### src/rtl/i2c_reg_slave.sv
module i2c_reg_slave #(
  parameter logic [6:0] DEV_ADDR = 7'b0011010,
  parameter int         HOLD_CYC = 2
) (
  input  logic       clk,
  input  logic       rst_n,
  input  logic       scl_i,
  input  logic       sda_i,
  output logic       sda_oe,
  output logic       bus_busy,
  output logic       reg_wr_stb,
  output logic [7:0] reg_idx,
  output logic [7:0] reg_wdata,
  input  logic [7:0] reg_rdata
);

  localparam int HW = $clog2(HOLD_CYC + 1);

  typedef enum logic [2:0] {S_IDLE, S_ADDR, S_IDX, S_WD, S_RD, S_IGN} state_t;

  state_t      state;
  logic [1:0]  scl_sync, sda_sync;
  logic        scl_q, sda_q;
  logic [3:0]  bit_cnt;
  logic [7:0]  shreg, txreg;
  logic        rw_bit, addr_hit;
  logic        pend, pend_oe;
  logic [HW-1:0] hold_cnt;

  wire scl_s     = scl_sync[1];
  wire sda_s     = sda_sync[1];
  wire scl_rise  = scl_s & ~scl_q;
  wire scl_fall  = ~scl_s & scl_q;
  wire start_det = scl_s & scl_q & sda_q & ~sda_s;
  wire stop_det  = scl_s & scl_q & ~sda_q & sda_s;
  wire active    = (state == S_ADDR) || (state == S_IDX) || (state == S_WD) || (state == S_RD);

  always_ff @(posedge clk or negedge rst_n) begin
    if (!rst_n) begin
      scl_sync <= 2'b11;
      sda_sync <= 2'b11;
      scl_q    <= 1'b1;
      sda_q    <= 1'b1;
    end else begin
      scl_sync <= {scl_sync[0], scl_i};
      sda_sync <= {sda_sync[0], sda_i};
      scl_q    <= scl_s;
      sda_q    <= sda_s;
    end
  end

  always_ff @(posedge clk or negedge rst_n) begin
    if (!rst_n) begin
      state      <= S_IDLE;
      bit_cnt    <= '0;
      shreg      <= '0;
      txreg      <= '0;
      rw_bit     <= 1'b0;
      addr_hit   <= 1'b0;
      pend       <= 1'b0;
      pend_oe    <= 1'b0;
      hold_cnt   <= '0;
      sda_oe     <= 1'b0;
      bus_busy   <= 1'b0;
      reg_wr_stb <= 1'b0;
      reg_idx    <= '0;
      reg_wdata  <= '0;
    end else begin
      reg_wr_stb <= 1'b0;
      if (pend) begin
        if (hold_cnt == '0) begin
          sda_oe <= pend_oe;
          pend   <= 1'b0;
        end else begin
          hold_cnt <= hold_cnt - 1'b1;
        end
      end

      if (start_det) begin
        state    <= S_ADDR;
        bit_cnt  <= '0;
        addr_hit <= 1'b0;
        bus_busy <= 1'b1;
        pend     <= 1'b0;
        sda_oe   <= 1'b0;
      end else if (stop_det) begin
        state    <= S_IDLE;
        bit_cnt  <= '0;
        bus_busy <= 1'b0;
        pend     <= 1'b0;
        sda_oe   <= 1'b0;
      end else if (scl_rise && active) begin
        if (bit_cnt != 4'd8) begin
          shreg   <= {shreg[6:0], sda_s};
          bit_cnt <= bit_cnt + 1'b1;
        end else begin
          bit_cnt <= '0;
          case (state)
            S_ADDR: begin
              if (addr_hit) begin
                state <= rw_bit ? S_RD : S_IDX;
                if (rw_bit) txreg <= reg_rdata;
              end
            end
            S_IDX: state <= S_WD;
            S_WD: begin
              reg_wr_stb <= 1'b1;
              state      <= S_IGN;
            end
            S_RD: begin
              if (!sda_s) txreg <= reg_rdata;
              else        state <= S_IGN;
            end
            default: state <= S_IGN;
          endcase
        end
      end else if (scl_fall) begin
        pend     <= 1'b1;
        hold_cnt <= HW'(HOLD_CYC);
        pend_oe  <= 1'b0;
        if (active && bit_cnt == 4'd8) begin
          case (state)
            S_ADDR: begin
              if (shreg[7:1] == DEV_ADDR) begin
                addr_hit <= 1'b1;
                rw_bit   <= shreg[0];
                pend_oe  <= 1'b1;
              end else begin
                state <= S_IGN;
              end
            end
            S_IDX: begin
              reg_idx <= shreg;
              pend_oe <= 1'b1;
            end
            S_WD: begin
              reg_wdata <= shreg;
              pend_oe   <= 1'b1;
            end
            default: pend_oe <= 1'b0;
          endcase
        end else if (state == S_RD) begin
          pend_oe <= ~txreg[7];
          txreg   <= {txreg[6:0], 1'b0};
        end
      end
    end
  end

  p_idle_release_r1: assert property (@(posedge clk) disable iff (!rst_n)
    (state == S_IDLE) |-> !sda_oe);

  p_busy_start_r1: assert property (@(posedge clk) disable iff (!rst_n)
    start_det |=> bus_busy);

  p_busy_stop_r1: assert property (@(posedge clk) disable iff (!rst_n)
    stop_det |=> !bus_busy);

  p_addr_ack_r2: assert property (@(posedge clk) disable iff (!rst_n)
    (scl_rise && state == S_ADDR && bit_cnt == 4'd8 && addr_hit) |-> sda_oe);

  p_ign_quiet_r3: assert property (@(posedge clk) disable iff (!rst_n)
    (state == S_IGN && $past(state) == S_IGN) |-> !reg_wr_stb);

  p_stb_pulse_r5: assert property (@(posedge clk) disable iff (!rst_n)
    reg_wr_stb |=> !reg_wr_stb);

  p_stb_on_rise_r5: assert property (@(posedge clk) disable iff (!rst_n)
    reg_wr_stb |-> (scl_q && $past(state) == S_WD));

  p_sda_low_phase_r9: assert property (@(posedge clk) disable iff (!rst_n)
    (sda_oe != $past(sda_oe)) |-> (!scl_q || $past(start_det || stop_det)));

endmodule

### config.mk
export PLATFORM = sky130hd
export DESIGN_NAME = i2c_reg_slave
export DESIGN_NICKNAME = d
export VERILOG_FILES = /design/src/rtl/i2c_reg_slave.sv
export SDC_FILE = /design/constraint.sdc
export NUM_CORES = 1
export LEC_CHECK = 0
export BUFFER_PORTS_ARGS = -buffer_cell sky130_fd_sc_hd__buf_2
export CELL_PAD_IN_SITES_DETAIL_PLACEMENT = 0
export CELL_PAD_IN_SITES_GLOBAL_PLACEMENT = 1
export CORE_ASPECT_RATIO = 0.7
export CORE_MARGIN = 2
export CORE_UTILIZATION = 45
export DETAILED_ROUTE_END_ITERATION = 8
export PLACE_DENSITY_LB_ADDON = 0.3
export SYNTH_ARGS = -nofsm -noshare
export SYNTH_HDL_FRONTEND = slang
export SYNTH_SLANG_ARGS = --single-unit
### constraint.sdc
create_clock -name clk -period 2.9 [get_ports clk]
set_input_delay 0.145 -clock clk [delete_from_list [all_inputs] [get_ports clk]]
set_output_delay 0.145 -clock clk [all_outputs]
set_load 0.01 [all_outputs]
Word level (Yosys, flattened, before mapping)
Cells that the tools add are included.

Shifts and indexed selects: 0. Divide/modulo/power cells: 0. Equality and inequality tests: 18. $add $sub $neg: 2. Reductions and logical operators: 30. Mux-type cells: 59. Order comparisons: 0. Bitwise gates (word level): 15. Multiply operators: 0.

Operator list (number): two-way mux 8 bit (8); two-way mux 3 bit (11); two-way mux 1 bit (27); AND reduction 6 bit (3); two-way mux 4 bit (4); case mux 8 bit (2 select lines) (1); nonzero test 2 bit (8); AND reduction 7 bit (2); two-way mux 2 bit (6); != test 4 bit (second input constant) (3); nonzero test 4 bit (3); != test 5 bit (second input constant) (2); AND reduction 10 bit (1); != test 3 bit (second input constant) (3); case mux 3 bit (3 select lines) (1); nonzero test 3 bit (3); != test 2 bit (second input constant) (4); inverter 1 bit (8); AND reduction 4 bit (2); AND 1 bit (7); equality test 7 x 5 -> 1 bit (second input constant) (1); equality test 3 x 2 -> 1 bit (second input constant) (2); adder 4 x 1 -> 4 bit (second input constant) (1); equality test 4 bit (second input constant) (1); other kinds (9) (12).

Bits of input ports: 12. Bits in writable memories: 0. Latch bits: 0. Memories kept: 0. Memory bits (read-only): 0. Word-level logic and storage cells: 142. Output and inout bits: 19. Flip-flop bits (word level): 54.

Logic depth before layout (Yosys ltp)
Depth in word-level cells: 10. Mapped depth: 9. Mapped depth without buffers: 7.

Worst setup path after synthesis
No wires, ideal clock.

Path kind: reg2reg. From: register bit_cnt[0]. To: register reg_idx[0]. Path buffers: 1. Stages on the path, launching flop included: 8. Data arrival time: 1.907 ns. Period minus slack after synthesis: 2.031 ns. Data required time: 2.775 ns. Path slack: 0.869 ns. Setup time: 0.125 ns. Path through: dfrtp_1 > inv_1 > ha_1 > and3b_1 > clkbuf_1 > nand2_1 > nor4b_4 > mux2_2.

Word-level cells in the longest chain between the ends: 3.

RTL lines: from (decl) (RTL line 24) `logic [3:0] bit_cnt;`; from (signal assigned) (RTL line 95) `bit_cnt <= bit_cnt + 1'b1;`; equality test 4 bit (RTL line 121) `if (active && bit_cnt == 4'd8) begin`; logical AND 1 bit (RTL line 121); AND reduction 6 bit (no source line); to (signal assigned) (RTL line 133) `reg_idx <= shreg;`; to (decl) (RTL line 12) `output logic [7:0] reg_idx,`.

Every way passes these cells. A chain may end at the register's enable or synchronous reset.

Final worst setup path
From: register bit_cnt[0]. To: register reg_wdata[0].

Word-level cells in the longest chain between the ends: 3.

RTL lines: equality test 4 bit (RTL line 121); logical AND 1 bit (RTL line 121); AND reduction 6 bit (no source line); to (signal assigned) (RTL line 137) `reg_wdata <= shreg;`; to (decl) (RTL line 13) `output logic [7:0] reg_wdata,`.

Every way passes these cells.

==> results.toml <==
[global_routing]
antenna_found_initial = 0
grt_pass1_vias = 1523
grt_max_degree = 32
grt_overflow = 0
track_usage = 0.158
grt_pass1_wl_mm = 7.46

[yosys]
synth_cell_types = 43
ys.flop_type = "dfrtp_1"
synth.avg_cell_area_um2 = 12.5
ys_ff_latch = 54
async_reset_ff_frac = 1.00
synth-edff-count = 0
ys_warn_count = 0
syn_inst = 197
synth_area_um2 = 2460
ys_seq_area_frac = 0.552
syn-num-nets = 211

[timing]
worst_slew_pin_slew_ns = 0.759
rsz0062_at_grt = "no"
timing.setup.tns_ns = 0
skew_ns = 0.00671
fin_crit_sh = 0.783
relSlewSlack = 0.492
fin_crit_ns = 2.27
fin_ws_ns = 0.629
slew_viol_final = 0
hold-worst-slack_ns = 0.100
setup_viol = 0
finalHoldViolCount = 0
max_freq_mhz = 440

[flow_run]
maxCapViolations = 0

[critical_path]
path_class = "reg -> reg"
crit_family = "simple AND/OR/NAND/NOR gates"
path_max_fanout = 8
end_kind = "flop"
cp.required_ns = 3.09
crit_arrival_ns = 2.46
critical_path_buf_inv_count = 1
max_stage_delay_ns = 0.60
crit_chain = "inv_1, ha_1, and3b_1, nand4b_1, nor2_1, mux2_2"
start_kind = "flop"
critPathSlowestCell = "nor2_1"

[finish]
antennaDiodeCount = 0
num-fill-cells = 485
final_cell_mix = "dfrtp_1 (48), buf_2 (30), nand2_1 (19)"
final_util = 0.529
layout-drive-gt1-share = 0.358
finalNonFillerCells = 304
num-nets-final = 245
final_cell_area_um2 = 2780
area_growth_pct = 13.0
final_common_cell = "dfrtp_1"

[die]
start_util = 0.468
core.rowCount = 22
io_pins = 31
dieArea_um2 = 6090
core-area_um2 = 5260
die_x_um = 92.4
fp.dieH_um = 65.9

[routing]
wl_per_cell_um = 14.0
wl_mm = 4.24
drtIter0Drc = 65
antenna_left = 0
drtPass1Iterations = 4
drt-vias-per-instance = 5.20
drc = 0
dr_total_vias = 1582

[placement]
place_inst = 293
place.gp.congestion = 0.734
placed_area_um2 = 2650
dp_hpwl_mm = 2.99
port-buffer-count = 30
post-place-ws_ns = 0.573

[cts]
clk_path_buf_depth = 2
post_cts_buffers = 0
cts.sinks = 54
clk_pin_slew_ns = 0.09
cts_buffers = 5
cts_max_level = 2
postCtsResizedCells = 0
clk_latency_ns = 0.30
cts_tree = "built"
cts_root_buf = "clkbuf_8"

[power_and_ir_drop]
vdd_drop_max_v = 0.000359
total_power_mw = 1.97
p_leak_nw = 1.31
p_per_area_nw_per_um2 = 707

[worst_hold_path]
hold_class = "in -> reg"

[outcome]
status = "completed"
[worst reg2reg max path: cells and delay by family (launching register included)]
kind                       cells  cell delay [ns]
and+or+nand+nor                3             1.06
buffers and inverters          1             0.11
muxes                          1             0.41
adders and majority gates      1             0.16
DFF                            1             0.42
[area by class of cell]
cell class / instances / area [um^2] / share of cell area
Clock buffer: 6 / 82.6 / 0.0297
Clock inverter: 2 / 16.3 / 0.00585
Inverter: 4 / 15.0 / 0.00540
Multi-Input combinational cell: 129 / 1010 / 0.363
Sequential cell: 54 / 1360 / 0.488
Tap cell: 72 / 90.1 / 0.0324
Timing Repair Buffer: 37 / 210 / 0.0755
[synthesized netlist by cell type (3+ instances only)]
master	n	share of area
a21oi_1	8	0.016
clkbuf_1	3	0.0046
dfrtp_1	48	0.49
dfstp_2	6	0.064
inv_1	4	0.0061
mux2_2	17	0.078
mux2_4	11	0.067
mux2i_1	8	0.033
nand2_1	19	0.029
nand2b_1	4	0.010
nand3b_1	4	0.012
nor2_1	10	0.015
nor3_1	4	0.0081
o21ai_0	15	0.030
[kinds of logic (layout without fill, tap and decap cells)]
kind of cell	after synthesis	in the layout	share of synthesized area
simple gates	53	53	0.120
flops	54	54	0.552
mux	36	36	0.177
compound gates	37	37	0.0991
fa+ha+maj	2	2	0.0102
buf+inv	14	49	0.0381
xor+xnor	1	1	0.00356
[state kept, by name, indices dropped and copies added, names as in the netlist]
register    count
state           3
rw_bit          1
reg_idx         8
reg_wr_stb      1
shreg           8
bus_busy        1
sda_q           1
pend            1
pend_oe         1
txreg           8
hold_cnt        2
sda_sync        2
addr_hit        1
sda_oe          1
reg_wdata       8
scl_sync        2
bit_cnt         4
scl_q           1
[worst paths after layout]
| path | from | end | slack, ns | cells past startpoint |
|---|---|---|---|---|
| worst max-delay path | bit_cnt[0] | reg_wdata[0] | 0.63 | 6 |
| worst min-delay path | reg_rdata[0] | txreg[0] | 0.1 | 3 |
| worst max register to register | bit_cnt[0] | reg_wdata[0] | 0.63 | 6 |
| worst min register to register | scl_sync[0] | scl_sync[1] | 0.36 | 0 |
| max in group asynchronous | rst_n | scl_q | 1.67 | 3 |
| min in group asynchronous | rst_n | shreg[1] | 0.41 | 2 |
[where the power goes]
| group | total [mW] | switching (mW) | internal (mW) |
|---|---|---|---|
| Combinational | 0.462 | 0.211 | 0.251 |
| Sequential | 1.07 | 0.161 | 0.911 |
| Clock | 0.434 | 0.237 | 0.197 |
[metal layers]
metal  global-route usage  share of wire  vias up
met5                    0              0        -
met4               0.0336         0.0068        0
met3               0.0365          0.033        5
met2                0.232           0.44       25
met1                0.238           0.52      787
li1                     -              -      765
[repair_timing]
action	in CTS	in global routing
setup endpoints to repair	0	0
hold buffers	3	0
hold endpoints to repair	29	0
Power figures use the tool's default switching activity.
